<file path="config.mk">
export PLATFORM = sky130hd
export DESIGN_NAME = rx_lane_order_aligner
export DESIGN_NICKNAME = d
export VERILOG_FILES = /design/src/rtl/rx_order_pkg.sv /design/src/rtl/rx_order_detect.sv /design/src/rtl/rx_order_arm.sv /design/src/rtl/rx_lane_order_aligner.sv
export SDC_FILE = /design/constraint.sdc
export NUM_CORES = 1
export LEC_CHECK = 0
export BUFFER_PORTS_ARGS = -buffer_cell sky130_fd_sc_hd__clkbuf_2
export CORE_MARGIN = 1.5
export CORE_UTILIZATION = 50
export CTS_CLUSTER_SIZE = 8
export DETAILED_ROUTE_END_ITERATION = 12
export GPL_ROUTABILITY_DRIVEN = 0
export PLACE_DENSITY_LB_ADDON = 0.05
export SYNTH_ARGS = -nofsm -noshare
export SYNTH_HDL_FRONTEND = slang
export SYNTH_SLANG_ARGS = --single-unit
export TNS_END_PERCENT = 50
</file>
<file path="constraint.sdc">
create_clock -name clk -period 2.45 [get_ports clk]
set_input_delay 0.245 -clock clk [delete_from_list [all_inputs] [get_ports clk]]
set_output_delay 0.245 -clock clk [all_outputs]
set_load 0.1 [all_outputs]
</file>
<file path="src/rtl/rx_order_pkg.sv">
package rx_order_pkg;

    // Number of byte lanes per word; the shift logic covers a one-lane offset
    localparam int LANES = 2;

    typedef enum logic [1:0] {
        HIT_NONE  = 2'd0,
        HIT_LANE0 = 2'd1,
        HIT_LANE1 = 2'd2
    } hit_e;

endpackage

</file>
<file path="src/rtl/rx_order_detect.sv">
module rx_order_detect
    import rx_order_pkg::*;
#(
    parameter int DATA_W = 8
) (
    input  logic [LANES*DATA_W-1:0] word_data,
    input  logic [LANES-1:0]        word_ctrl,
    input  logic                    word_valid,
    input  logic [DATA_W-1:0]       pattern,
    input  logic                    pattern_ctrl,
    output hit_e                    hit
);

    logic [LANES-1:0] lane_match;

    for (genvar g = 0; g < LANES; g++) begin : g_lane
        assign lane_match[g] = word_valid
                             && (word_data[g*DATA_W +: DATA_W] == pattern)
                             && (word_ctrl[g] == pattern_ctrl);
    end

    // lane 0 has priority when both lanes carry the ordering byte
    always_comb begin
        if (lane_match[0]) begin
            hit = HIT_LANE0;
        end else if (lane_match[1]) begin
            hit = HIT_LANE1;
        end else begin
            hit = HIT_NONE;
        end
    end

endmodule

</file>
<file path="src/rtl/rx_order_arm.sv">
module rx_order_arm (
    input  logic mode_dyn,
    input  logic sync_ok,
    input  logic order_req,
    input  logic done,
    output logic armed
);

    // sync-status mode acts once; dynamic mode follows the user enable
    always_comb begin
        if (mode_dyn) begin
            armed = order_req;
        end else begin
            armed = sync_ok && !done;
        end
    end

endmodule

</file>
<file path="src/rtl/rx_lane_order_aligner.sv">
module rx_lane_order_aligner
    import rx_order_pkg::*;
#(
    parameter int DATA_W = 8
) (
    input  logic                    clk,
    input  logic                    dig_rst,
    input  logic                    in_valid,
    input  logic [2*DATA_W-1:0]     in_data,
    input  logic [1:0]              in_ctrl,
    input  logic                    mode_dyn,
    input  logic                    sync_ok,
    input  logic                    order_req,
    input  logic [DATA_W-1:0]       cfg_pattern,
    input  logic                    cfg_pattern_ctrl,
    input  logic [DATA_W-1:0]       cfg_pad,
    input  logic                    cfg_pad_ctrl,
    output logic                    out_valid,
    output logic [2*DATA_W-1:0]     out_data,
    output logic [1:0]              out_ctrl,
    output logic                    order_pulse,
    output logic                    order_done
);

    localparam int WORD_W = LANES * DATA_W;

    typedef struct packed {
        logic [WORD_W-1:0] data;
        logic [LANES-1:0]  ctrl;
        logic              valid;
        logic              pulse;
        logic              done;
        logic              shifted;
        logic [DATA_W-1:0] hold_data;
        logic              hold_ctrl;
    } state_t;

    state_t st_d, st_q;
    hit_e   hit;
    logic   armed;

    logic [DATA_W-1:0] lane0_d, lane1_d;
    assign lane0_d = in_data[DATA_W-1:0];
    assign lane1_d = in_data[WORD_W-1 -: DATA_W];

    rx_order_detect #(.DATA_W(DATA_W)) i_detect (
        .word_data    (in_data),
        .word_ctrl    (in_ctrl),
        .word_valid   (in_valid),
        .pattern      (cfg_pattern),
        .pattern_ctrl (cfg_pattern_ctrl),
        .hit          (hit)
    );

    rx_order_arm i_arm (
        .mode_dyn  (mode_dyn),
        .sync_ok   (sync_ok),
        .order_req (order_req),
        .done      (st_q.done),
        .armed     (armed)
    );

    always_comb begin
        st_d       = st_q;
        st_d.pulse = 1'b0;
        if (!in_valid) begin
            st_d.valid = 1'b0;
            st_d.data  = {LANES{cfg_pad}};
            st_d.ctrl  = {LANES{cfg_pad_ctrl}};
        end else begin
            st_d.valid = 1'b1;
            if (armed && hit == HIT_LANE0) begin
                st_d.data    = in_data;
                st_d.ctrl    = in_ctrl;
                st_d.shifted = 1'b0;
                st_d.pulse   = 1'b1;
                st_d.done    = 1'b1;
            end else if (armed && hit == HIT_LANE1) begin
                st_d.data      = {cfg_pad, lane0_d};
                st_d.ctrl      = {cfg_pad_ctrl, in_ctrl[0]};
                st_d.hold_data = lane1_d;
                st_d.hold_ctrl = in_ctrl[1];
                st_d.shifted   = 1'b1;
                st_d.pulse     = 1'b1;
                st_d.done      = 1'b1;
            end else if (st_q.shifted) begin
                st_d.data      = {lane0_d, st_q.hold_data};
                st_d.ctrl      = {in_ctrl[0], st_q.hold_ctrl};
                st_d.hold_data = lane1_d;
                st_d.hold_ctrl = in_ctrl[1];
            end else begin
                st_d.data = in_data;
                st_d.ctrl = in_ctrl;
            end
        end
    end

    always_ff @(posedge clk) begin
        if (dig_rst) begin
            st_q.data      <= {LANES{cfg_pad}};
            st_q.ctrl      <= {LANES{cfg_pad_ctrl}};
            st_q.valid     <= 1'b0;
            st_q.pulse     <= 1'b0;
            st_q.done      <= 1'b0;
            st_q.shifted   <= 1'b0;
            st_q.hold_data <= '0;
            st_q.hold_ctrl <= 1'b0;
        end else begin
            st_q <= st_d;
        end
    end

    assign out_valid   = st_q.valid;
    assign out_data    = st_q.data;
    assign out_ctrl    = st_q.ctrl;
    assign order_pulse = st_q.pulse;
    assign order_done  = st_q.done;

endmodule

</file>
== Word-level counts from Yosys, hierarchy flattened ==
Cells that the tools add are included.

* Register bits: 31
* Input port bits: 42
* Output and inout port bits: 21
* Word-level logic and storage cells: 43

* Equality and inequality tests: 6
* Muxes and demuxes: 14
* Bitwise logic cells: 2
* Reduce and logical (&&, ||, !) cells: 13

{| class="wikitable"
|+ Operators by type and width
! kind !! number
|-
| 2-to-1 mux 18 bit || 3
|-
| 2-to-1 mux 31 bit || 1
|-
| 2-to-1 mux 9 bit || 3
|-
| 2-to-1 mux 19 bit || 1
|-
| equality test 8 bit || 2
|-
| 2-to-1 mux 12 bit || 1
|-
| logical AND 1 bit || 7
|-
| 2-to-1 mux 3 bit || 2
|-
| 2-to-1 mux 2 bit || 2
|-
| nonzero test 2 bit || 2
|-
| AND reduction 3 bit || 1
|-
| equality test 1 bit || 2
|-
| equality test 2 x 1 -> 1 bit, second input constant || 1
|-
| equality test 2 bit, second input constant || 1
|-
| NOT 1 bit || 2
|-
| AND reduction 2 bit || 1
|-
| OR reduction 2 bit || 1
|-
| zero test 1 bit || 1
|-
| 2-to-1 mux 1 bit || 1
|}

== Depth between registers and ports, before layout ==
Gate-level depths: netlist (run 1).

* Depth in word-level cells: 11
* Depth in mapped cells: 8
* Mapped depth without buffers: 6

== Hierarchy ==
From an unflattened synthesis (run 1), not the netlist that was laid out.

* Cells, all modules: 195
* Area total of the unflattened synthesis: 1898.1 um2

{| class="wikitable"
|+ Modules (own cells, without submodules)
! module !! instances !! cells each !! area an instance (um2) !! seq. area each (um2)
|-
| rx_lane_order_aligner || 1 || 166 || 1665.3 || 620.6
|-
| rx_order_detect || 1 || 26 || 214.0 || 0.0
|-
| rx_order_arm || 1 || 3 || 18.8 || 0.0
|}

== Least setup slack after synthesis (run 1) ==
OpenSTA, ideal clock, no wires.

* Kind: register -> register
* Start: reg, netlist name order_done
* End: reg st_q (netlist bit out_ctrl[1])
* Arrival: 2.150 ns
* Required time: 2.333 ns
* Slack: 0.183 ns
* Stages on the path, launching flop included: 7
* Period minus slack after synthesis: 2.267 ns
* Cell sequence: dfxtp_1 -> nor3b_2 -> o21ai_1 -> or4_1 -> mux2i_4 -> o21ai_1 -> a22o_1

* Longest elaborated chain between the ends: 8

{| class="wikitable"
|+ Ends and longest elaborated chain
! element !! line !! text
|-
| zero test 1 bit (*) || rx_order_arm.sv:14 || <nowiki>armed = sync_ok && !done;</nowiki>
|-
| logical AND 1 bit (*) || rx_order_arm.sv:14 ||
|-
| 2-to-1 mux 1 bit (*) || rx_order_arm.sv:11 || <nowiki>if (mode_dyn) begin</nowiki>
|-
| logical AND 1 bit || rx_lane_order_aligner.sv:78 || <nowiki>end else if (armed && hit == HIT_LANE1) begin</nowiki>
|-
| 2-to-1 mux 18 bit || rx_lane_order_aligner.sv:78 ||
|-
| 2-to-1 mux 18 bit (*) || rx_lane_order_aligner.sv:72 || <nowiki>if (armed && hit == HIT_LANE0) begin</nowiki>
|-
| 2-to-1 mux 19 bit (*) || rx_lane_order_aligner.sv:66 || <nowiki>if (!in_valid) begin</nowiki>
|-
| 2-to-1 mux 31 bit (*) || rx_lane_order_aligner.sv:99 || <nowiki>if (dig_rst) begin</nowiki>
|-
| end signal, assigned || rx_lane_order_aligner.sv:109 || <nowiki>st_q <= st_d;</nowiki>
|-
| end, declared || rx_lane_order_aligner.sv:38 || <nowiki>state_t st_d, st_q;</nowiki>
|}

Every way passes the cells marked *; elsewhere a longest branch is shown, timed or not.
A chain may end at the register's enable or synchronous reset.

== Worst setup path in the final report (run 1) ==
* Start: reg, netlist name order_done
* End: reg st_q[8] in the netlist's numbering

* Longest elaborated chain between the ends: 6

{| class="wikitable"
|+ Ends and longest elaborated chain
! element !! line
|-
| zero test 1 bit (*) || rx_order_arm.sv:14
|-
| logical AND 1 bit (*) || rx_order_arm.sv:14
|-
| 2-to-1 mux 1 bit (*) || rx_order_arm.sv:11
|-
| logical AND 1 bit, on equally long branches || rx_lane_order_aligner.sv:78, rx_lane_order_aligner.sv:72
|-
| nonzero test 2 bit (no line) / NOT 1 bit (equally long branches) || --
|-
| AND reduction 3 bit (no line) || --
|}

Marks and branches as above.

==> results by group, run 1 <==
Run status
  – Status: complete, no violations

Finish
  – Area of the multi-input gates: 978.4 um2
  – Synth-to-Final Area Change: 15.71%
  – Most frequent cells in the layout: 62 x clkbuf_2, 31 x dfxtp_1, 27 x mux2i_1
  – Post-layout nets: 287
  – # fillers: 326
  – Commonest non-fill, non-tap cell in the layout: clkbuf_2
  – Register area: 620.6 um2
  – Layout cells sized above 1: 0.3293
  – Antenna cells: 0
  – Final core occ: 0.6117

Synth
  – Mapped Area: 0.001792 mm2
  – Compound-Gate Fraction of Synth Area: 0.1194
  – Synth Flop Type: dfxtp_1
  – Largest family of logic cells by synthesized area: multiplexers
  – Gate count after technology mapping: 196
  – FFs w/ async S/R, synth: 0
  – Xor/xnor share of the synthesized area: 0.08799
  – Yosys cell types: 27
  – Post-synth EDFFs: 0
  – Sequential share of the synthesized area: 0.3464
  – Syn Area/Cell: 9.141 um2
  – Synth Area in Simple Gates: 0.1676
  – Synth Area in Adders: 0
  – Yosys Warn Count: 0
  – Mux contribution to synthesized area: 0.1697
  – Post-synthesis sequential element count: 31
  – Mapped Nets: 238

Hold path
  – HP Class: input port to flip-flop

Clock tree
  – CTS root buffer: clkbuf_4
  – Post CTS Setup Buffer Count: 0
  – PostCTS Resize Cnt: 0
  – Clk sinks: 31
  – Reg clk slew, reported paths: 0.09 ns
  – CTS tree: built
  – # hold bufs at CTS: 0
  – CTS Buffer Depth: 2
  – H-tree levels: 2
  – Worst-skew pair later-pin latency: 0.33 ns
  – CTS buffer count: 5

Worst setup path
  – WP data required: 2.71 ns
  – Crit Path Max Fanout: 5
  – Crit. End Element: flip-flop
  – Slowest stage cell, crit path: a21boi_1
  – CP max stage delay: 0.47 ns
  – Worst path cell trace: nor3b_2 > o21ai_1 > nor4_1 > nand2_1 > a21boi_1 > buf_4 > mux2i_1
  – WP data arrival: 2.55 ns
  – CP startpoint kind: flip-flop
  – Setup CP Type: flip-flop to flip-flop

Die
  – Die Ht: 62.86 um
  – Core area: 0.003390 mm2
  – Initial Utilization: 0.5286
  – Row count: 21
  – IO Pins: 63
  – Die span in x: 62.86 um
  – Die footprint: 0.003951 mm2

Global routing
  – Antenna violations before repair: 0
  – Largest net degree at the start of global routing: 29
  – Remaining Overflow, GRT: 0
  – Vias in the first global route: 1,409
  – All-layer global routing usage: 0.2117
  – First-pass GRT wire length: 6534 um

Placement
  – Port Buf Inserts: 62
  – HPWL after detailed placement: 3026 um

Route
  – Final ANT Viol Nets: 0
  – Drt pass-1 iters: 4
  – Avg WL per Cell: 13.71 um
  – Vias per cell: 5.058
  – Vias: 1,477
  – DRC viols: 0
  – Final wirelength: 4003 um
  – Initial drt markers: 39

Run
  – Max Cap Viol: 0

Pwr
  – Combinational share of power: 0.314
  – Largest vdd supply drop: 0.0002903 V
  – Internal cell power: 0.7344 mW
  – Static Leak: 0.8241 nW
  – Power density cells: 573.7 mW/mm2
  – Switching power: 0.4551 mW
  – Clock Power Share: 0.237
  – Switching share of power: 0.3826
  – Power, Total: 1.189 mW
  – Register share of total power: 0.450

Timing
  – Crit share post-route: 0.9327
  – Final setup viols: 0
  – Setup TNS: 0 ns
  – Worst-margin pin slew: 0.5612 ns
  – Slew headroom: 0.6251
  – Max-slew violations: 0
  – Minimum clock period: 2.285 ns
  – Achievable Freq: 0.4376 GHz
  – Clock Skews: 0.003247 ns
  – Hold Vio Cnt, Final: 0
  – Unrepaired setup endpoints after global routing: false
flip-flops by register name (all words and copies together) (netlist names):
signal       flops
out_ctrl         2
order_pulse      1
st_q            10
out_valid        1
out_data        16
order_done       1
synthesized netlist by cell type, types with 6 or more instances:
cell type	n	area share
dfxtp_1	31	0.35
mux2i_1	27	0.15
buf_4	18	0.075
nand2b_1	18	0.063
xnor2_1	18	0.088
nand2_1	14	0.029
a21oi_1	11	0.031
o21ai_1	11	0.031
nor2_1	10	0.021
a22o_1	9	0.044
clkbuf_1	6	0.013
layout make-up:
class                   count  share of cell area
flip-flops and latches     31              0.2993
well taps                  46             0.02776
inverters                   1            0.001810
multi-input cells         137              0.4719
repair buffers             69              0.1750
clock inverters             1            0.002414
clock buffers               7             0.02173
power by group through the flow:
stage,Clock [mW],Combinational (mW),Sequential [mW]
2_1_floorplan,0,0.309,0.553
3_3_place_gp,0,0.371,0.546
3_5_place_dp,0,0.373,0.547
4_1_cts,0.291,0.374,0.535
5_1_grt,0.317,0.390,0.538
6_report,0.282,0.373,0.535
routing by layer:
metal	vias to the layer above	part of all wire	global-route usage
li1	756	-	-
met4	0	0.016	0.06667
met1	673	0.47	0.2854
met2	41	0.45	0.3271
met5	-	0	0
met3	7	0.059	0.05766
stage by stage:
step	cells	setup slack, ns	instance area, um2	hold WS [ns]
after global placement	284	0.3269	2023	0.4612
after floorplan	196	0.1831	1792	0.3779
final	292	0.1648	2073	0.1381
after detailed placement	284	0.2503	2023	0.4724
after CTS	292	0.1785	2073	0.1271
after global routing	292	0.03906	2073	0.1301
worst max-delay path, delay by kind of cell (launching register included):
kind	cells	cell delay, ns
AND/OR/NAND/NOR	3	0.78
AO/OA/AOI/OAI	2	0.62
flip-flops	1	0.34
buffers and inverters	1	0.27
multiplexers	1	0.20
worst paths after layout:
| path | from | end | slack (ns) | cells after the start |
|---|---|---|---|---|
| setup / recovery | order_done$_SDFFE_PP0P_ | st_q[8]$_SDFFE_PP0P_ | 0.16 | 7 |
| hold / removal | cfg_pad[4] | out_data[12]$_DFF_P_ | 0.14 | 2 |
| setup reg to reg | order_done$_SDFFE_PP0P_ | st_q[8]$_SDFFE_PP0P_ | 0.16 | 7 |
| hold reg to reg | st_q[7]$_SDFFE_PP0P_ | st_q[7]$_SDFFE_PP0P_ | 0.49 | 2 |
logic make-up after synthesis:
family,count (synthesis)
AO/OA/AOI/OAI,34
AND/OR/NAND/NOR,56
buffers and inverters,28
XOR/XNOR,18
multiplexers,29
flip-flops,31
Power figures use the tool's default switching activity.
==> run 2, diff against run 1 <==
- GPL_ROUTABILITY_DRIVEN: 0 -> default
- MAX_ROUTING_LAYER: default -> met4
==> run 2 against run 1 <==
  * Die area unchanged
  * Critical path depth did not move
  * Total power is essentially flat
  * Clock power about the same
  * Critical endpoint unchanged
  * Cell area unchanged
==> results by group, run 2 (same netlist as run 1, synthesis figures left out) <==
Worst setup path
  – WP data arrival: 2.56 ns (was 2.55 ns)
  – CP startpoint kind: flip-flop (unchanged)
  – R2r endpoint: st_q[8]$_SDFFE_PP0P_ (unchanged)
  – CP delay by family, top: simple AND/OR/NAND/NOR gates (unchanged)
  – Worst path cell trace: nor3b_2 > o21ai_1 > nor4_1 > nand2_1 > a21boi_1 > buf_4 > mux2i_1 (unchanged)
  – Flop-to-flop setup slack: 0.16 ns (about the same)
  – Setup CP Type: flip-flop to flip-flop (unchanged)
  – Crit. End Element: flip-flop (unchanged)
  – Slowest stage cell, crit path: a21boi_1 (unchanged)
  – Critical path depth: 7 (unchanged)
  – Worst Setup EP: st_q[8]$_SDFFE_PP0P_ (unchanged)
  – FF-to-FF Start: order_done$_SDFFE_PP0P_ (unchanged)
  – CP startpoint: order_done$_SDFFE_PP0P_ (unchanged)
  – WP buf/inv: 1 (unchanged)
  – CP max stage delay: 0.47 ns (about the same)
  – WP data required: 2.71 ns (about the same)
  – Reg2Reg Depth: 7 (unchanged)
  – Crit Path Max Fanout: 5 (unchanged)

Die
  – Row count: 21 (unchanged)
  – Die span in x: 62.86 um (unchanged)
  – Die footprint: 0.003951 mm2 (unchanged)
  – Initial Utilization: 0.5286 (unchanged)
  – Die Ht: 62.86 um (unchanged)
  – Core area: 0.003390 mm2 (unchanged)
  – IO Pins: 63 (unchanged)

Clock tree
  – CTS Buffer Depth: 2 (unchanged)
  – Worst-skew pair later-pin latency: 0.33 ns (about the same)
  – Post CTS Setup Buffer Count: 0 (unchanged)
  – Reg clk slew, reported paths: 0.09 ns (about the same)
  – CTS root buffer: clkbuf_4 (unchanged)
  – H-tree levels: 2 (unchanged)
  – # hold bufs at CTS: 0 (unchanged)
  – PostCTS Resize Cnt: 0 (unchanged)
  – CTS buffer count: 5 (unchanged)
  – Clk sinks: 31 (unchanged)
  – CTS tree: built (unchanged)

Timing
  – Achievable Freq: 0.4364 GHz (was 0.4376 GHz)
  – Fin Hold WS: 0.1384 ns (was 0.1381 ns)
  – Hold Vio Cnt, Final: 0 (unchanged)
  – Max-slew violations: 0 (unchanged)
  – Minimum clock period: 2.292 ns (was 2.285 ns)
  – Final setup viols: 0 (unchanged)
  – Unrepaired setup endpoints after global routing: false (unchanged)
  – Clock Skews: 0.003235 ns (was 0.003247 ns)
  – Final worst setup slack: 0.1584 ns (was 0.1648 ns)
  – Crit share post-route: 0.9353 (was 0.9327)
  – Slew headroom: 0.6228 (was 0.6251)
  – Worst-margin pin slew: 0.5647 ns (was 0.5612 ns)
  – Setup TNS: 0 ns (unchanged)

Finish
  – # fillers: 326 (unchanged)
  – Commonest non-fill, non-tap cell in the layout: clkbuf_2 (unchanged)
  – Layout cells sized above 1: 0.3293 (unchanged)
  – Layout Cells excl Fill: 292 (unchanged)
  – Largest register FFs: 16 (unchanged)
  – Final core occ: 0.6117 (unchanged)
  – Most frequent cells in the layout: 62 x clkbuf_2, 31 x dfxtp_1, 27 x mux2i_1 (unchanged)
  – Antenna cells: 0 (unchanged)
  – Synth-to-Final Area Change: 15.71% (unchanged)
  – Post-layout nets: 287 (unchanged)
  – Final Instance Area: 0.002073 mm2 (unchanged)

Hold path
  – HP Class: input port to flip-flop (unchanged)

Route
  – Vias: 1,477 (unchanged)
  – Final ANT Viol Nets: 0 (unchanged)
  – DRC viols: 0 (unchanged)
  – Drt pass-1 iters: 4 (unchanged)
  – Initial drt markers: 44 (was 39)
  – Avg WL per Cell: 13.73 um (was 13.71 um)
  – Vias per cell: 5.058 (unchanged)
  – Final wirelength: 4009 um (was 4003 um)

Placement
  – Dpl cell area: 0.002023 mm2 (unchanged)
  – Port Buf Inserts: 62 (unchanged)
  – Placed insts: 284 (unchanged)
  – GPL Wtd Cong: 0.8176
  – HPWL after detailed placement: 3026 um (unchanged)
  – Pre-CTS worst setup slack: 0.2503 ns (unchanged)

Pwr
  – Power density cells: 573.6 mW/mm2 (was 573.7 mW/mm2)
  – Power, Total: 1.189 mW (about the same)
  – Static Leak: 0.8241 nW (unchanged)
  – Register share of total power: 0.450 (about the same)
  – Switching share of power: 0.3825 (was 0.3826)
  – Largest vdd supply drop: 0.0002903 V (about the same)
  – Internal cell power: 0.7344 mW (about the same)
  – Combinational share of power: 0.314 (about the same)
  – Switching power: 0.4549 mW (was 0.4551 mW)
  – Clock Power Share: 0.237 (about the same)

Global routing
  – Remaining Overflow, GRT: 0 (unchanged)
  – All-layer global routing usage: 0.2176 (was 0.2117)
  – Antenna violations before repair: 0 (unchanged)
  – First-pass GRT wire length: 6527 um (was 6534 um)
  – Vias in the first global route: 1,409 (unchanged)
  – Largest net degree at the start of global routing: 29 (unchanged)

Run
  – Max Cap Viol: 0 (unchanged)

Run status
  – Status: complete, no violations (unchanged)
[run 2: power groups by stage]
stage	Clock [mW]	Sequential [mW]	Combinational (mW)
finish	0.281	0.535	0.373
global placement	0	0.546	0.371
floorplan	0	0.553	0.309
CTS	0.291	0.535	0.374
global route	0.317	0.538	0.390
detailed placement	0	0.547	0.373
[run 2: how the worst min path moves through the flow]
stage,depth (start not counted),slack (ns),end,from
finish,2,0.14,out_data[12]$_DFF_P_,cfg_pad[4]
global placement,2,0.46,st_q[6]$_SDFFE_PP0P_,st_q[6]$_SDFFE_PP0P_
detailed placement,2,0.47,st_q[1]$_SDFFE_PP0P_,st_q[1]$_SDFFE_PP0P_
CTS,2,0.13,out_data[12]$_DFF_P_,cfg_pad[4]
global route,2,0.13,out_data[12]$_DFF_P_,cfg_pad[4]
floorplan,1,0.38,out_ctrl[1]$_DFF_P_,cfg_pad_ctrl
[run 2: metal layers]
metal  vias up  GRT usage  wire [um]
met1       677     0.2854       1927
met2        36     0.3271       1811
met5         -          -          0
li1        757          -          -
met4         0    0.06667         61
met3         7    0.05766        208
[run 2: cell type report]
| class | instances | area (um2) | share of cell area |
|---|---|---|---|
| clock buffers | 7 | 45.04 | 0.02173 |
| clock inverters | 1 | 5.005 | 0.002414 |
| inverters | 1 | 3.754 | 0.001810 |
| multi-input cells | 137 | 978.4 | 0.4719 |
| flip-flops and latches | 31 | 620.6 | 0.2993 |
| well taps | 46 | 57.56 | 0.02776 |
| repair buffers | 69 | 362.8 | 0.1750 |
[run 2: worst register-to-register path: stages (launching register included)]
cell	delay, ns
dfxtp_1	0.34
nor3b_2	0.21
o21ai_1	0.15
nor4_1	0.41
nand2_1	0.16
a21boi_1	0.47
buf_4	0.27
mux2i_1	0.20
==> run 3, diff against run 2 <==
- CORE_UTILIZATION: 50 -> 45
- clock period: 2.45 -> 1.9 ns (I/O delays scaled with it)
==> run 3 against run 2 <==
  * Clock power up 120%
  * Die area up 11%
  * Clock skew down 0.0012 ns
  * Highest routed layer unchanged
  * Non-clock buffer count up 26
  * Cell area up 16%
==> results by group, run 3 (same netlist as run 1, synthesis figures left out) <==
Placement
  – HPWL after detailed placement: 3413 um (was 3026 um)
  – Port Buf Inserts: 62 (unchanged)
  – GPL Wtd Cong: 0.8081 (was 0.8176)
  – Placed insts: 312 (was 284)

Route
  – DRC viols: 0 (unchanged)
  – Top layer in use: met4 (unchanged)
  – Final ANT Viol Nets: 0 (unchanged)
  – Drt pass-1 iters: 4 (unchanged)
  – Initial drt markers: 61 (was 44)
  – Routed length on met1: 1902 um (was 1927 um)
  – Final wirelength: 4440 um (was 4009 um)
  – Met3 wire length: 222 um (was 208 um)
  – Avg WL per Cell: 13.88 um (was 13.73 um)
  – Vias: 1,635 (was 1,477)
  – Vias per cell: 5.109 (was 5.058)
  – WL met2: 2224 um (was 1811 um)

Worst setup path
  – WP data arrival: 1.93 ns (was 2.56 ns)
  – Reg2Reg Depth: 9 (was 7)
  – CP startpoint kind: flip-flop (unchanged)
  – Crit. End Element: flip-flop (unchanged)
  – Crit Path Max Fanout: 3 (was 5)
  – WP data required: 2.06 ns (was 2.71 ns)
  – Setup CP Type: flip-flop to flip-flop (unchanged)

Timing
  – Minimum clock period: 1.771 ns (was 2.292 ns)
  – Worst-margin pin slew: 0.5455 ns (was 0.5647 ns)
  – Slew headroom: 0.6379 (was 0.6228)
  – Hold Vio Cnt, Final: 0 (unchanged)
  – Max-slew violations: 0 (unchanged)
  – Setup TNS: 0 ns (unchanged)
  – Final setup viols: 0 (unchanged)
  – Unrepaired setup endpoints after global routing: false (unchanged)
  – Achievable Freq: 0.5646 GHz (was 0.4364 GHz)
  – Clock Skews: 0.002013 ns (was 0.003235 ns)
  – Crit share post-route: 0.9322 (was 0.9353)
  – Fin Hold WS: 0.1395 ns (was 0.1384 ns)

Pwr
  – Power density cells: 768.7 mW/mm2 (was 573.6 mW/mm2)
  – Register share of total power: 0.374 (was 0.450)
  – Largest vdd supply drop: 0.0003937 V (was 0.0002903 V)
  – Switching power: 0.6370 mW (was 0.4549 mW)
  – Power, Total: 1.845 mW (was 1.189 mW)
  – Static Leak: 1.002 nW (was 0.8241 nW)
  – Switching share of power: 0.3453 (was 0.3825)
  – Internal cell power: 1.208 mW (was 0.7344 mW)
  – Combinational share of power: 0.289 (was 0.314)
  – Clock Power Share: 0.337 (was 0.237)

Global routing
  – Vias in the first global route: 1,579 (was 1,409)
  – Largest net degree at the start of global routing: 30 (was 29)
  – Antenna violations before repair: 0 (unchanged)
  – Remaining Overflow, GRT: 0 (unchanged)
  – All-layer global routing usage: 0.2195 (was 0.2176)
  – First-pass GRT wire length: 6955 um (was 6527 um)

Die
  – Core area: 0.003744 mm2 (was 0.003390 mm2)
  – IO Pins: 63 (unchanged)
  – Row count: 22 (was 21)
  – Die span in x: 66.10 um (was 62.86 um)
  – Die footprint: 0.004369 mm2 (was 0.003951 mm2)
  – Initial Utilization: 0.4786 (was 0.5286)
  – Die Ht: 66.10 um (was 62.86 um)

Clock tree
  – H-tree levels: 2 (unchanged)
  – Reg clk slew, reported paths: 0.07 ns (was 0.09 ns)
  – # hold bufs at CTS: 0 (unchanged)
  – CTS root buffer: clkbuf_8 (was clkbuf_4)
  – CTS tree: built (unchanged)
  – Clk sinks: 31 (unchanged)
  – CTS buffer count: 5 (unchanged)
  – Worst-skew pair later-pin latency: 0.28 ns (was 0.33 ns)
  – CTS Buffer Depth: 2 (unchanged)

Hold path
  – HP Class: input port to flip-flop (unchanged)
  – Worst Hold Depth: 2 (unchanged)

Finish
  – Most frequent cells in the layout: 62 x clkbuf_2, 31 x buf_4, 30 x dfxtp_1 (was 62 x clkbuf_2, 31 x dfxtp_1, 27 x mux2i_1)
  – Commonest non-fill, non-tap cell in the layout: clkbuf_2 (unchanged)
  – Layout cells sized above 1: 0.4338 (was 0.3293)
  – Post-layout nets: 313 (was 287)
  – Antenna cells: 0 (unchanged)
  – Synth-to-Final Area Change: 33.94% (was 15.71%)
  – Layout Cells excl Fill: 320 (was 292)
  – Largest register FFs: 16 (unchanged)

Run
  – Max Cap Viol: 0 (unchanged)

Run status
  – Status: complete, no violations (unchanged)
==> run 3: worst max-delay path: stages (launching register included) <==
cell and delay, ns:
dfxtp_4 0.35, nor3b_4 0.22, o21ai_2 0.08, buf_4 0.15
nor4_4 0.18, buf_4 0.17, a21oi_2 0.07, buf_4 0.18
mux2i_1 0.17, a21oi_1 0.09
==> run 3: area by class of cell <==
class / instances / area [um2]
Fill cell: 346 / 1344
Timing Repair Buffer: 95 / 565.5
Inverter: 1 / 3.754
Clock buffer: 7 / 107.6
Sequential cell: 31 / 624.3
Multi-Input combinational cell: 137 / 1033
Clock inverter: 1 / 5.005
Tap cell: 48 / 60.06
==> run 3: power groups by stage <==
stage	clock, mW	combinational, mW	sequential (mW)
finish	0.623	0.533	0.689
global route	0.664	0.561	0.692
CTS	0.637	0.529	0.689
detailed placement	0	0.523	0.704
global placement	0	0.518	0.703
floorplan	0	0.400	0.711
==> run 3: final timing paths <==
check                                              from              endpoint  slack (ns)
worst max-delay path            order_done$_SDFFE_PP0P_   out_data[0]$_DFF_P_        0.13
worst min register to register     st_q[4]$_SDFFE_PP0P_  st_q[4]$_SDFFE_PP0P_        0.48
worst max register to register  order_done$_SDFFE_PP0P_   out_data[0]$_DFF_P_        0.13
worst min-delay path                         cfg_pad[7]  out_data[15]$_DFF_P_        0.14
==> run 3: through the flow <==
stage,area [um2],utilization,setup WS (ns)
6_report,2400,0.6410,0.1288
3_5_place_dp,2232,0.5963,-0.1857
4_1_cts,2371,0.6334,0.03666
2_1_floorplan,1803,-,0.003778
3_3_place_gp,2232,0.5963,-0.1445
5_1_grt,2400,0.6410,0.01876
==> run 3: metal layers <==
| layer | vias up | track usage |
|---|---|---|
| met5 | - | - |
| met4 | 0 | 0.07908 |
| met3 | 12 | 0.04429 |
| met2 | 49 | 0.3750 |
| met1 | 765 | 0.2550 |
| li1 | 809 | - |
==> run 3: repair_timing <==
action	CTS	global route
pin swaps	0	3
endpoints found under the hold margin	0	0
setup endpoints to repair	27	27
gates resized for setup	4	6
buffers inserted	0	0
